File: src/rtl/pgs_pkg.sv
package pgs_pkg;
  typedef enum logic [2:0] {
    ST_LOCK,
    ST_LS_ON,
    ST_LS_BRK,
    ST_HS_WAIT,
    ST_HS_ON,
    ST_HS_BRK
  } seq_state_e;
endpackage

File: src/rtl/pgs_sync.sv
module pgs_sync #(
  parameter int W      = 1,
  parameter int STAGES = 2
) (
  input  logic         clk_i,
  input  logic         rst_ni,
  input  logic [W-1:0] d_i,
  output logic [W-1:0] q_o
);
  logic [W-1:0] stg_q [STAGES];

  for (genvar g = 0; g < STAGES; g++) begin : g_stg
    if (g == 0) begin : g_first
      always_ff @(posedge clk_i or negedge rst_ni)
        if (!rst_ni) stg_q[g] <= '0;
        else         stg_q[g] <= d_i;
    end else begin : g_next
      always_ff @(posedge clk_i or negedge rst_ni)
        if (!rst_ni) stg_q[g] <= '0;
        else         stg_q[g] <= stg_q[g-1];
    end
  end

  assign q_o = stg_q[STAGES-1];
endmodule

File: src/rtl/pgs_qual.sv
module pgs_qual #(
  parameter int QUAL_CYC = 200
) (
  input  logic clk_i,
  input  logic rst_ni,
  input  logic d_i,
  output logic q_o
);
  localparam int CW = $clog2(QUAL_CYC + 1);

  logic          q_q;
  logic [CW-1:0] cnt_q;

  always_ff @(posedge clk_i or negedge rst_ni) begin
    if (!rst_ni) begin
      q_q   <= 1'b0;
      cnt_q <= '0;
    end else if (d_i == q_q) begin
      cnt_q <= '0;
    end else if (cnt_q == CW'(QUAL_CYC - 1)) begin
      q_q   <= d_i;
      cnt_q <= '0;
    end else begin
      cnt_q <= cnt_q + 1'b1;
    end
  end

  assign q_o = q_q;
endmodule

File: src/rtl/pgs_fsm.sv
module pgs_fsm
  import pgs_pkg::*;
#(
  parameter int HS_DLY_CYC   = 2,
  parameter int MIN_OFF_CYC  = 8,
  parameter int FORCE_ON_CYC = 20
) (
  input  logic clk_i,
  input  logic rst_ni,
  input  logic lock_i,
  input  logic pwm_i,
  input  logic lg_low_i,
  input  logic sw_low_i,
  output logic hs_o,
  output logic ls_o,
  output logic vpn_en_o,
  output logic vpn_hi_o
);
  localparam int TMAX = (HS_DLY_CYC > FORCE_ON_CYC) ? HS_DLY_CYC : FORCE_ON_CYC;
  localparam int TW   = $clog2(TMAX + 1);
  localparam int MW   = $clog2(MIN_OFF_CYC + 1);

  seq_state_e    state_q, state_d;
  logic [TW-1:0] tmr_q, tmr_d;
  logic [MW-1:0] moff_q, moff_d;
  logic          moff_ok;

  assign moff_ok = (moff_q == '0);

  always_comb begin
    state_d = state_q;
    moff_d  = moff_ok ? moff_q : moff_q - 1'b1;
    tmr_d   = (tmr_q == TW'(TMAX)) ? tmr_q : tmr_q + 1'b1;
    unique case (state_q)
      ST_LOCK:    if (moff_ok) state_d = ST_LS_ON;
      ST_LS_ON:   if (pwm_i) begin
                    state_d = ST_LS_BRK;
                    moff_d  = MW'(MIN_OFF_CYC - 1);
                  end
      ST_LS_BRK:  if (!pwm_i && moff_ok)     state_d = ST_LS_ON;
                  else if (pwm_i && lg_low_i) state_d = ST_HS_WAIT;
      ST_HS_WAIT: if (!pwm_i)                state_d = moff_ok ? ST_LS_ON : ST_LS_BRK;
                  else if (!lg_low_i)        state_d = ST_LS_BRK;
                  else if (tmr_q == TW'(HS_DLY_CYC - 1)) state_d = ST_HS_ON;
      ST_HS_ON:   if (!pwm_i) state_d = ST_HS_BRK;
      ST_HS_BRK:  if (moff_ok && (sw_low_i || tmr_q >= TW'(FORCE_ON_CYC - 1)))
                    state_d = ST_LS_ON;
      default:    state_d = ST_LOCK;
    endcase
    if (lock_i) state_d = ST_LOCK;
    if (state_d != state_q) tmr_d = '0;
  end

  always_ff @(posedge clk_i or negedge rst_ni) begin
    if (!rst_ni) begin
      state_q <= ST_LOCK;
      tmr_q   <= '0;
      moff_q  <= '0;
    end else begin
      state_q <= state_d;
      tmr_q   <= tmr_d;
      moff_q  <= moff_d;
    end
  end

  assign hs_o     = (state_q == ST_HS_ON);
  assign ls_o     = (state_q == ST_LS_ON);
  assign vpn_en_o = hs_o | ls_o;
  assign vpn_hi_o = hs_o;
endmodule

File: src/rtl/phase_gate_seq.sv
module phase_gate_seq #(
  parameter int SYNC_STAGES  = 2,
  parameter int HS_DLY_CYC   = 2,
  parameter int MIN_OFF_CYC  = 8,
  parameter int FORCE_ON_CYC = 20,
  parameter int QUAL_CYC     = 200
) (
  input  logic clk_i,
  input  logic rst_ni,
  input  logic pwm_i,
  input  logic supply_ok_i,
  input  logic over_temp_i,
  input  logic lg_low_i,
  input  logic sw_low_i,
  output logic hs_on_o,
  output logic ls_on_o,
  output logic vpn_en_o,
  output logic vpn_hi_o
);
  localparam int NSYNC = 5;

  logic [NSYNC-1:0] raw, syn;
  logic pwm_s, sup_s, ot_s, lg_low_s, sw_low_s;
  logic sup_q, lock;

  assign raw = {pwm_i, supply_ok_i, over_temp_i, lg_low_i, sw_low_i};
  assign {pwm_s, sup_s, ot_s, lg_low_s, sw_low_s} = syn;

  pgs_sync #(.W(NSYNC), .STAGES(SYNC_STAGES)) u_sync (
    .clk_i, .rst_ni, .d_i(raw), .q_o(syn)
  );

  pgs_qual #(.QUAL_CYC(QUAL_CYC)) u_qual (
    .clk_i, .rst_ni, .d_i(sup_s), .q_o(sup_q)
  );

  assign lock = !sup_q || ot_s;

  pgs_fsm #(
    .HS_DLY_CYC(HS_DLY_CYC), .MIN_OFF_CYC(MIN_OFF_CYC), .FORCE_ON_CYC(FORCE_ON_CYC)
  ) u_fsm (
    .clk_i, .rst_ni, .lock_i(lock), .pwm_i(pwm_s), .lg_low_i(lg_low_s),
    .sw_low_i(sw_low_s), .hs_o(hs_on_o), .ls_o(ls_on_o),
    .vpn_en_o(vpn_en_o), .vpn_hi_o(vpn_hi_o)
  );
endmodule

File: config.mk
export PLATFORM = sky130hd
export DESIGN_NAME = phase_gate_seq
export DESIGN_NICKNAME = d
export VERILOG_FILES = /design/src/rtl/pgs_pkg.sv /design/src/rtl/pgs_sync.sv /design/src/rtl/pgs_qual.sv /design/src/rtl/pgs_fsm.sv /design/src/rtl/phase_gate_seq.sv
export SDC_FILE = /design/constraint.sdc
export NUM_CORES = 1
export LEC_CHECK = 0
export BUFFER_PORTS_ARGS = -buffer_cell sky130_fd_sc_hd__buf_2
export CAP_MARGIN = 20
export CORE_UTILIZATION = 45
export DETAILED_ROUTE_END_ITERATION = 10
export PLACE_DENSITY_LB_ADDON = 0.1
export SLEW_MARGIN = 20
export SYNTH_ARGS = -nofsm -noshare
export SYNTH_HDL_FRONTEND = slang
export SYNTH_SLANG_ARGS = --single-unit
File: constraint.sdc
create_clock -name clk_i -period 2.1 [get_ports clk_i]
set_input_delay 0.21 -clock clk_i [delete_from_list [all_inputs] [get_ports clk_i]]
set_output_delay 0.21 -clock clk_i [all_outputs]
set_load 0.05 [all_outputs]
==> run metrics <==
post-layout min period around 2 ns; r2r setup slk 0.1 ns; total core area between 0.003 and 0.004 mm2; routability cong. just over 0.8; Diodes inserted 0; yosys warns 0; number of global-route vias before repair roughly 1000; Gate Count Post-Synth 139; Rel. slew slack 0.5736; DRC viols 0; grt total ovfl 0; Lkg Pwr approximately 0.75 nW; sequential area share after synthesis 0.4988; final hold vios 0; CTS tree yes; CTS root buf clkbuf_4; drt total wl 2560 um; crit path launch u_fsm.moff_q[0]; max-cap violation count 0; CTS Sinks 31; Synth top cells by count dfrtp_1 (31), nor2_1 (13), nand3_1 (8); ys flop type dfrtp_1; #FFs+latches synth 31; worst hold path class register to register; cell with the most instances after synthesis dfrtp_1; DP Area 0.001642 mm2; syn nets roughly 150; DR iter-0 viols 58; Critical Path End Type register; Vias 1074; clk buf depth 2; Reg clk slew, reported paths roughly 0.090 ns; share of cells above drive strength 1 0.2264; I/O pin total 11; P&R area growth vs syn 14.72%; asr flop ratio synth 1.000; fin cells 203; Final setup viols 0; CP Data Arrival Time ~2.2 ns; chip height 60.79 um; Final period util 0.9525; die area about 0.0037 mm2; number of library cell types mapped by synthesis 46; Post-CTS Setup Inserts 0; drt via density between 5 and 6; Die W 60.79 um; CTS Buf Count 5; Initial Util 0.4933; Yosys top cell area share 0.4988; Pwr Density approximately 560 mW/mm2; Max Freq ~500 MHz; pins over their slew limit 0; worst flop-to-flop path startpoint u_fsm.moff_q[0]; Antenna Nets Post-Route 0; placed cell count 190; Post-synth EDFFs 0; Tot Pwr between 0.9 and 1 mW; worst skew pair latency between 0.3 and 0.4 ns; CP startpoint kind register; Reg2Reg Depth 7; Fin Clk Skew about 0.0064 ns; Worst R2R End u_fsm.tmr_q[2]; outcome finished clean; # rows 20; I/O Buffers 10; worst vdd ir ~390 uV; worst setup path endpoint u_fsm.tmr_q[2]; first-pass GRT wire length between 4000 and 5000 um; largest area contributor in the netlist dfrtp_1; kind of critical path register to register; global-route usage over all layers 0.1717; Worst Tran Pin Value approximately 0.64 ns; H-tree depth 2; Routed wire per std cell 12.61 um; largest net degree at the start of global routing 32; worst hold slack 0.3446 ns; Syn Area/Cell ~11 um2; top fanout value on the critical path 5; synth top area cells dfrtp_1 (50%), ha_1 (4.0%), xnor2_1 (3.9%); post-route cell area around 0.0018 mm2; Syn Std Cell Area 0.001555 mm2; initial antenna violation count 0; hpwl dp between 1500 and 2000 um; First-pass DRT Iterations 6; CP required ~2.3 ns; nets@finish between 150 and 200
==> cells in the final DEF (no fill, tap or decap), types with 3 or more instances in the layout <==
master and n:
inv_1 4, nand3_1 8, buf_2 10, nand4b_1 3
nand2b_1 3, xor2_1 6, dlygate4sd3_1 6, xnor2_1 7
nor4_1 3, clkbuf_4 5, dfrtp_1 31, nand2_1 7
nor2_1 13, ha_1 4, and3_1 3, a31oi_1 4
==> how the worst min path moves through the flow <==
stage	from	end	slack, ns	depth (start not counted)
final	u_sync.stg_q[9]	u_sync.q_o[4]	0.34	0
after global routing	u_sync.stg_q[9]	u_sync.q_o[4]	0.36	0
after CTS	u_sync.stg_q[9]	u_sync.q_o[4]	0.35	0
after detailed placement	rst_ni	u_fsm.moff_q[2]	0.29	1
after global placement	rst_ni	u_fsm.moff_q[2]	0.28	1
after floorplan	rst_ni	u_fsm.moff_q[0]	-0.09	0
==> cell families (layout without fill, tap and decap cells) <==
family	Yosys count	after routing	share of synthesized area
buffers and inverters	11	31	0.03620
xor gates and xnor gates	13	13	0.07321
muxes	2	2	0.01368
DFF	31	31	0.4988
adders and majority gates	5	5	0.04023
and+or+nand+nor	58	58	0.2293
AOI/OAI and AO/OA	19	19	0.1086
==> worst max-delay path, stage by stage (launching register included) <==
cell,delay [ns]
dfrtp_1,0.40
inv_2,0.09
ha_4,0.14
or3b_4,0.39
a211oi_4,0.30
a2111oi_2,0.12
a41oi_2,0.28
a32oi_1,0.14
==> where the power goes <==
part | switching, mW | total, mW | internal [mW]
registers | 0.00940 | 0.620 | 0.611
logic | 0.0208 | 0.0395 | 0.0188
clock network | 0.177 | 0.331 | 0.155
==> final cells by class <==
cell class	instances	area (um2)
clock buffers	6	51.30
clock inverters	1	5.005
multi-input cells	97	749.5
repair buffers	18	125.1
fillers	277	1369
flip-flops and latches	31	775.7
inverters	6	22.52
well taps	44	55.05
==> repair_timing <==
| item | CTS | global route |
|---|---|---|
| resized for setup | 0 | 7 |
| pin swaps | 2 | 3 |
| hold buffers | 6 | 0 |
| endpoints found under the setup margin | 5 | 5 |
| hold endpoints to repair | 36 | 0 |
==> per-layer routing <==
metal	share of wire	vias up	GRT usage
met2	0.47	19	0.2559
met5	0	-	0
met4	0.0090	0	0.08117
met3	0.030	3	0.06397
met1	0.49	523	0.2227
li1	-	529	-
==> through the flow <==
step,setup WS (ns),utilization,setup TNS [ns]
after detailed placement,-0.07277,0.5206,-0.2434
after global routing,-0.004217,0.5659,-0.004217
after global placement,0.06935,0.5206,0
after CTS,0.03588,0.5575,0
after floorplan,0.08799,-,0
final,0.09969,0.5659,0
==> flip-flops by register name, indices dropped and copies added, names as in the netlist <==
register	flops
u_fsm.tmr_q	5
u_qual.cnt_q	8
u_sync.q_o	5
u_fsm.moff_q	4
u_qual.q_o	1
u_fsm.state_q	3
u_sync.stg_q	5
Power figures use the tool's default switching activity.
